$ cat config.mk
export PLATFORM = sky130hd
export DESIGN_NAME = prot_sipo_driver
export DESIGN_NICKNAME = d
export VERILOG_FILES = /design/src/rtl/prot_sipo_driver.sv
export SDC_FILE = /design/constraint.sdc
export NUM_CORES = 1
export LEC_CHECK = 0
export ABC_AREA = 1
export BUFFER_PORTS_ARGS = -buffer_cell sky130_fd_sc_hd__clkbuf_2
export CAP_MARGIN = 10
export CORE_UTILIZATION = 65
export CTS_BUF_LIST = sky130_fd_sc_hd__clkbuf_4 sky130_fd_sc_hd__clkbuf_8
export DETAILED_ROUTE_END_ITERATION = 6
export GPL_TIMING_DRIVEN = 1
export PLACE_DENSITY = 0.95
export RECOVER_POWER = 100
export SLEW_MARGIN = 20
export SYNTH_ARGS = -nofsm -noshare
export SYNTH_HDL_FRONTEND = slang
export SYNTH_SLANG_ARGS = --single-unit
$ cat constraint.sdc
create_clock -name clk -period 1.9 [get_ports clk]
set_clock_uncertainty 0.1 [all_clocks]
set_input_delay 0.475 -clock clk [delete_from_list [all_inputs] [get_ports clk]]
set_output_delay 0.475 -clock clk [all_outputs]
set_load 0.02 [all_outputs]
$ cat src/rtl/prot_sipo_driver.sv
module prot_sipo_driver #(
  parameter int CHANNELS   = 8,
  parameter int QUAL_TICKS = 8
) (
  input  logic                clk,
  input  logic                por_n,
  input  logic                sdi,
  input  logic                shift_en,
  output logic                sdo,
  input  logic                strobe,
  input  logic                en_rst,
  input  logic                tick,
  input  logic [CHANNELS-1:0] oc_flag,
  input  logic                thermal,
  input  logic                uvlo,
  output logic [CHANNELS-1:0] chan_out
);

  localparam int CW = $clog2(QUAL_TICKS + 1);
  localparam logic [CW-1:0] LAST = CW'(QUAL_TICKS - 1);

  logic [CHANNELS-1:0] shreg, latch_q, fault;
  logic                inhibit;

  always_ff @(posedge clk or negedge por_n)
    if (!por_n)        shreg <= '0;
    else if (shift_en) shreg <= {shreg[CHANNELS-2:0], sdi};

  always_ff @(posedge clk or negedge por_n)
    if (!por_n)      latch_q <= '0;
    else if (strobe) latch_q <= shreg;

  assign sdo      = shreg[CHANNELS-1];
  assign inhibit  = en_rst | thermal | uvlo;
  assign chan_out = inhibit ? '0 : (latch_q & ~fault);

  for (genvar i = 0; i < CHANNELS; i++) begin : g_ch
    logic [CW-1:0] cnt;

    always_ff @(posedge clk or negedge por_n)
      if (!por_n) begin
        cnt      <= '0;
        fault[i] <= 1'b0;
      end else if (en_rst) begin
        cnt      <= '0;
        fault[i] <= 1'b0;
      end else if (!oc_flag[i]) begin
        cnt <= '0;
      end else if (tick && !fault[i]) begin
        if (cnt == LAST) fault[i] <= 1'b1;
        else             cnt      <= cnt + 1'b1;
      end

    p_fault_off_r8: assert property (@(posedge clk) disable iff (!por_n)
      fault[i] |-> !chan_out[i]);
    p_qual_r6: assert property (@(posedge clk) disable iff (!por_n)
      $rose(fault[i]) |-> $past(oc_flag[i] && tick && !en_rst));
  end

  p_gate_r4: assert property (@(posedge clk) disable iff (!por_n)
    (en_rst || thermal || uvlo) |-> (chan_out == '0));
  p_clear_r5: assert property (@(posedge clk) disable iff (!por_n)
    en_rst |=> (fault == '0));
  p_sticky_r11: assert property (@(posedge clk) disable iff (!por_n)
    !en_rst |=> ((fault & $past(fault)) == $past(fault)));
  p_hold_r3: assert property (@(posedge clk) disable iff (!por_n)
    !strobe |=> $stable(latch_q));
  p_sdo_r1: assert property (@(posedge clk) disable iff (!por_n)
    shift_en |=> (sdo == $past(shreg[CHANNELS-2])));

endmodule

# Word level (Yosys, flattened, before mapping)
# Cells that the tools add are included.
[word_totals]
reg_bits = 56
[classes]
n_eq_ne = 24
bitwise_logic = 4
n_reduce_logical = 56
muxes = 65
n_addsub = 8
[ops]
columns = ["operator", "count"]
rows = [
  ["4-bit two-way mux", 32],
  ["2-bit nonzero test", 24],
  ["4-bit by 1-bit adder with 4-bit output, second input constant", 8],
  ["4-bit by 3-bit equality test with 1-bit output, second input constant", 8],
  ["1-bit two-way mux", 32],
  ["3-bit by 2-bit inequality test with 1-bit output, second input constant", 8],
  ["3-bit inequality test, second input constant", 8],
  ["3-bit AND reduction", 8],
  ["2-bit AND reduction", 8],
  ["8-bit AND", 1],
  ["1-bit logical AND", 8],
  ["1-bit logical NOT", 8],
  ["8-bit two-way mux", 1],
  ["8-bit NOT", 1],
  ["1-bit bitwise OR", 2],
]

# Logic depth before layout (Yosys ltp)
# Gate-level depths: netlist (run 1).
[depth]
depth_word = 5
depth_mapped = 8
mapped_depth_nobuf = 8

# Worst setup path before layout (run 1)
# OpenSTA, ideal clock, no wires.
[synth_timing]
path_type = "input-to-output"
start = "input port en_rst"
end = "output port chan_out[0]"
path_slack_ns = 0.027
t_arrival_ns = 1.298
stages = 3
required_ns = 1.325
path_cell_list = "or3_1 -> buf_2 -> nor3_2"
[synth_between]
elab_chain_cells = 3
[synth_rtl]
columns = ["item", "line_no", "source"]
rows = [
  ["from (decl)", "11", "input logic en_rst,"],
  ["1-bit bitwise OR (2 in a row)", "34", "assign inhibit = en_rst | thermal | uvlo;"],
  ["8-bit two-way mux", "35", "assign chan_out = inhibit ? '0 : (latch_q & ~fault);"],
  ["to (decl)", "16", "output logic [CHANNELS-1:0] chan_out"],
]
# No other way between the ends.

# Worst setup path after layout (run 1)
[layout_timing]
start = "input port en_rst"
end = "output port chan_out[3]"
# The elaborated chain is that of the path after synthesis.

==> run metrics, run 1 <==
TritonCTS Buffers=5; Least-Margin Pin Slew=1330 ps; TritonCTS Sinks=56; Residual DRC=0; peak supply drop=0.647 mV; Hold EP=shreg[0]; Critical Path AT=1410 ps; number of synthesized flops with an enable pin=0; Netlist Area Pre-Place=0.00290 mm²; Synth area leaders=dfrtp_1 48%, nand2_1 10%, inv_1 6.6%; layout cells sized above 1=0.155; most used flip-flop cell after synthesis=dfrtp_1; final setup margin=-80.1 ps; footprint of the multi-input gates=0.00123 mm²; compound-cell area share of the yosys netlist=0.0897; synth-to-layout area growth=11.8%; first-pass GRT wire length=9.36 mm; initial antenna violation count=0; R2R Path Start=g_ch[2].cnt[1]; Fin. Hold Viols=0; Slew Viols, Final=0; largest family of logic cells by synthesized area=simple AND/OR/NAND/NOR gates; ANT nets after route=0; Final Instance Area=0.00324 mm²; Final Setup Violations=8; critical path class=input port to primary output; vias in the first global route=2183; CTS tree=done; drt initial violations=213; Critical Path Start Type=input port; I/O Buffers=25; Post-Layout Cell Count=436; hold path cells=3; initial core utilization=0.700; Reg clk slew, reported paths=100 ps; biggest area consumer among synthesized cells=dfrtp_1; Reg2Reg Setup Slack=390 ps; failing checks=negative setup slack; CP max stage delay=380 ps; Mapped Cells=353; mux cell area share after synthesis=0.00345; XOR/XNOR Fraction of Synth Area=0.0121; Placer Congestion=0.872; hold_buf cts=0; sequential-to-total area share from yosys stat=0.483; core area=0.00414 mm²; vias=2342; synth cell count leaders=77 x nand2_1, 56 x dfrtp_1, 51 x inv_1, 43 x nor2_1, 23 x o21ai_0; Max Cap Viol=0; Netlist cell types=26; Post-Synth Adder-Cell Area=0.0345; H-tree levels=2; pin count of the biggest net entering global routing=57; FILL cells=265; count leader, synth=nand2_1; Final Critical Period=1980 ps; drt wl/cell=13.0 µm; Site Rows=23; Initial DRT Pass Iterations=5; HPWL Detailed=3.95 mm; die width=68.8 µm; Post-synth ARST share=1.00; Worst path slowest cell=or3_4; Top Family by Delay on Critical Path=simple AND/OR/NAND/NOR gates; Vias per Instance=5.37; syn nets=378; Clk Latency, worst-skew pair=320 ps; Critical Path RT=1320 ps; leakage power=1.60 nW; HP Start=sdi; min-delay worst type=input port to register; Crit Path Max Fanout=8; die area=0.00473 mm²; placed instance area=0.00307 mm²; total grt overflow=0; placed insts=427; Max Freq=505 MHz; RSZ-0062 raised after global routing=yes; TNS Setup=-433 ps; Layout Nets=410; DIE HEIGHT=68.8 µm; flops & latches, synth=56; power density cells=722 mW/mm²; root buffer cell=clkbuf_8; critical path cell sequence=buf_6 -> or3_4 -> buf_12 -> nor3_4 -> clkbuf_8; Reg-to-Reg End=g_ch[2].cnt[0]; r2r worst-path depth=5; Buf/Inv on CP=3; status=finished, violations left; global-route usage over all layers=0.277; warning count from the yosys run=0; Post-Synth Simple-Gate Area=0.278; fin crit share=1.04; FF/Latch Area=0.00140 mm²; crit end category=primary output; post-synth top area share=0.483; Mean Syn Cell Area=8.22 µm²; Clock Path Buffers=2; ANT cells=0; Final Routed Wirelength=5.68 mm; max_slew headroom=0.113; I/O Pins=26
-- through the flow --
stage	setup WS [ps]	total power, mW	util	hold WS, ps
final	-80.1	2.34	0.783	273
after detailed placement	-117	1.56	0.741	375
after CTS	-91.0	2.35	0.778	55.4
after floorplan	27.0	1.47	-	79.4
after global routing	-107	2.46	0.783	292
after global placement	-80.8	1.55	0.741	363
-- routing by layer --
metal | global-route usage | routed length, µm
met5 | 0 | 0
met4 | 0.122 | 161
met3 | 0.0806 | 289
met2 | 0.458 | 2820
met1 | 0.335 | 2410
-- registers in the layout (all words and copies together), names as in the netlist --
| register | flops |
|---|---|
| latch_q | 8 |
| g_ch.cnt | 32 |
| fault | 8 |
| shreg | 8 |
-- tightest hold or removal path: stages --
cell and delay [ps]:
clkbuf_2 80, nand2_1 40, o21ai_0 70
-- timing repair --
action                                  4_1_cts  5_1_grt
endpoints found under the setup margin        8        8
resized for setup                            11       15
setup buffers                                 1        0
-- cells in the final DEF, fill, tap and decap left out, drive strengths merged, types with 4 or more instances in the layout --
master / n
inv: 55
nor2: 47
nor3: 8
o21ai: 28
buf: 14
nand2: 84
nand4: 5
dfrtp: 56
clkbuf: 24
ha: 8
o22ai: 4
nand3b: 4
nand3: 22
a21oi: 19
xor2: 4
-- area by class of cell --
| type | count | area share |
|---|---|---|
| Multi-Input combinational cell | 235 | 0.380 |
| Tap cell | 50 | 0.0193 |
| Inverter | 55 | 0.0652 |
| Sequential cell | 56 | 0.432 |
| Clock inverter | 2 | 0.0108 |
| Clock buffer | 6 | 0.0235 |
| Timing Repair Buffer | 32 | 0.0694 |
-- cells by family after synthesis --
| group | count (synthesis) |
|---|---|
| AO/OA/AOI/OAI | 51 |
| XOR/XNOR | 4 |
| adder cells (fa/ha/maj) | 8 |
| buffers and inverters | 62 |
| flip-flops | 56 |
| multiplexers | 1 |
| AND/OR/NAND/NOR | 171 |
-- worst max-delay path by stage --
stage                start     endpoint  slack, ps  depth (start not counted)
global route        en_rst  chan_out[3]       -110                          5
global placement    en_rst  chan_out[1]        -80                          5
CTS                 en_rst  chan_out[7]        -90                          5
detailed placement  en_rst  chan_out[3]       -120                          5
finish              en_rst  chan_out[3]        -80                          5
floorplan           en_rst  chan_out[0]         30                          3
-- report_power, final --
part / internal [mW] / total (mW) / leakage (nW) / switching, mW
clock network: 0.406 / 0.789 / 0.0586 / 0.383
logic: 0.0899 / 0.266 / 0.798 / 0.176
registers: 1.25 / 1.28 / 0.745 / 0.0357
total: 1.74 / 2.34 / 1.60 / 0.595
Note: power is estimated with default switching activity, not from simulation.
==> run 2, diff against run 1 <==
==> constraint.sdc (replaced) <==
create_clock -name clk -period 1.9 [get_ports clk]
set_clock_uncertainty 0.1 [all_clocks]
set_input_delay 0.19 -clock clk [delete_from_list [all_inputs] [get_ports clk]]
set_output_delay 0.19 -clock clk [all_outputs]
set_load 0.02 [all_outputs]
==> run metrics, run 2 (synthesized netlist as in run 1, its figures left out) <==
I/O Buffers=25 (unchanged); Initial DRT Pass Iterations=4 (-1); core area=0.00414 mm² (unchanged); final setup margin=258 ps (+338 ps); Crit Path Max Fanout=8 (unchanged); Reg clk slew, reported paths=90 ps (about the same); Critical Path AT=1350 ps (-60 ps); drt wl/cell=13.1 µm (+0.91%); crit end category=primary output; initial core utilization=0.700 (unchanged); Critical Path RT=1610 ps (+290 ps); critical path class=input port to primary output; RSZ-0062 raised after global routing=no; Max Freq=609 MHz (+21%); initial antenna violation count=0 (unchanged); H-tree levels=2 (unchanged); Residual DRC=0 (unchanged); hold slack=21.3 ps (-252 ps); Clock Path Buffers=2 (unchanged); Layout Nets=407 (-0.73%); HPWL Detailed=4.09 mm (+3.6%); Site Rows=23 (unchanged); Post-Layout Cell Count=433 (-0.69%); layout cells sized above 1=0.117 (-0.0379); Final Instance Area=0.00314 mm² (-3.3%); TritonCTS Sinks=56 (unchanged); DIE HEIGHT=68.8 µm (unchanged); vias in the first global route=2183 (unchanged); TNS Setup=0 ps (+433 ps); Final Routed Wirelength=5.69 mm (+0.21%); I/O Pins=26 (unchanged); fin crit share=0.864 (-0.178); leakage power=1.57 nW (-2.2%); Slew Viols, Final=0 (unchanged); setup bufs post-CTS=0 (-1); pre-CTS WS=296 ps (+414 ps); die area=0.00473 mm² (unchanged); Largest register FFs=32 (unchanged); most flop-heavy register=g_ch.cnt; Clk Latency, worst-skew pair=320 ps (about the same); Fin. Hold Viols=0 (unchanged); ANT cells=0 (unchanged); Least-Margin Pin Slew=1210 ps (-119 ps); first-pass GRT wire length=9.49 mm (+1.3%); Max Cap Viol=0 (unchanged); CTS tree=done; global-route usage over all layers=0.279 (+0.00236); Final Setup Violations=0 (-8); root buffer cell=clkbuf_8; peak supply drop=0.711 mV (+9.8%); total grt overflow=0 (unchanged); drt initial violations=160 (-25%); status=finished, final reports clean; placed instance area=0.00304 mm² (-0.98%); Vias per Instance=5.46 (+1.6%); Placer Congestion=0.885 (+1.5%); die width=68.8 µm (unchanged); power density cells=756 mW/mm² (+4.8%); ANT nets after route=0 (unchanged); most frequent cells in the layout=79 x nand2_1, 56 x dfrtp_1, 51 x inv_1; Final Core Density=0.757 (-0.0260); synth-to-layout area growth=8.11%; placed insts=423 (-0.94%); vias=2363 (+0.90%); most common cell after layout, fill and taps aside=nand2_1; pin count of the biggest net entering global routing=37 (-35%); total power=2.37 mW (+1.4%); Final Critical Period=1640 ps (-338 ps); min-delay worst type=input port to register; TritonCTS Buffers=5 (unchanged); Critical Path Start Type=input port; max_slew headroom=0.192 (+0.0794)
[run 2: what timing repair did]
action / in CTS / in global routing
hold endpoints to repair: 21 / 0
gates resized for setup: 0 / 0
hold buffers: 2 / 0
[run 2: power breakdown]
part           internal, mW  leakage, nW  switching, mW
registers              1.25        0.745         0.0358
clock network         0.465       0.0645          0.377
logic                0.0776        0.756          0.167
[run 2: layer usage]
metal / GRT usage / vias up / part of all wire
met4: 0.0944 / 0 / 0.017
li1: - / 1181 / -
met2: 0.499 / 52 / 0.50
met5: 0 / - / 0
met1: 0.336 / 1119 / 0.44
met3: 0.0543 / 11 / 0.041
[run 2: final timing paths]
kind | cells past startpoint | start | endpoint | slack [ps]
worst max-delay path | 4 | en_rst | chan_out[4] | 260
worst min-delay path | 3 | oc_flag[4] | fault[4] | 20
worst max register to register | 6 | g_ch[0].cnt[0] | g_ch[0].cnt[3] | 420
worst min register to register | 2 | shreg[2] | latch_q[2] | 390
max in group asynchronous | 3 | por_n | g_ch[1].cnt[2] | 380
min in group asynchronous | 2 | por_n | g_ch[6].cnt[2] | 540
[run 2: layout make-up]
| class | instances | area [µm²] |
|---|---|---|
| inverter | 55 | 211 |
| sequential | 56 | 1400 |
| timing repair buffer | 29 | 169 |
| fill | 297 | 1010 |
| clock inverter | 1 | 30.0 |
| multi-input combinational | 235 | 1160 |
| clock buffer | 7 | 96.3 |
| tap | 50 | 62.6 |
[run 2: worst max-delay path, stage by stage]
cell	delay, ps
clkbuf_2	90
or3_1	580
nor3_1	270
clkbuf_2	220
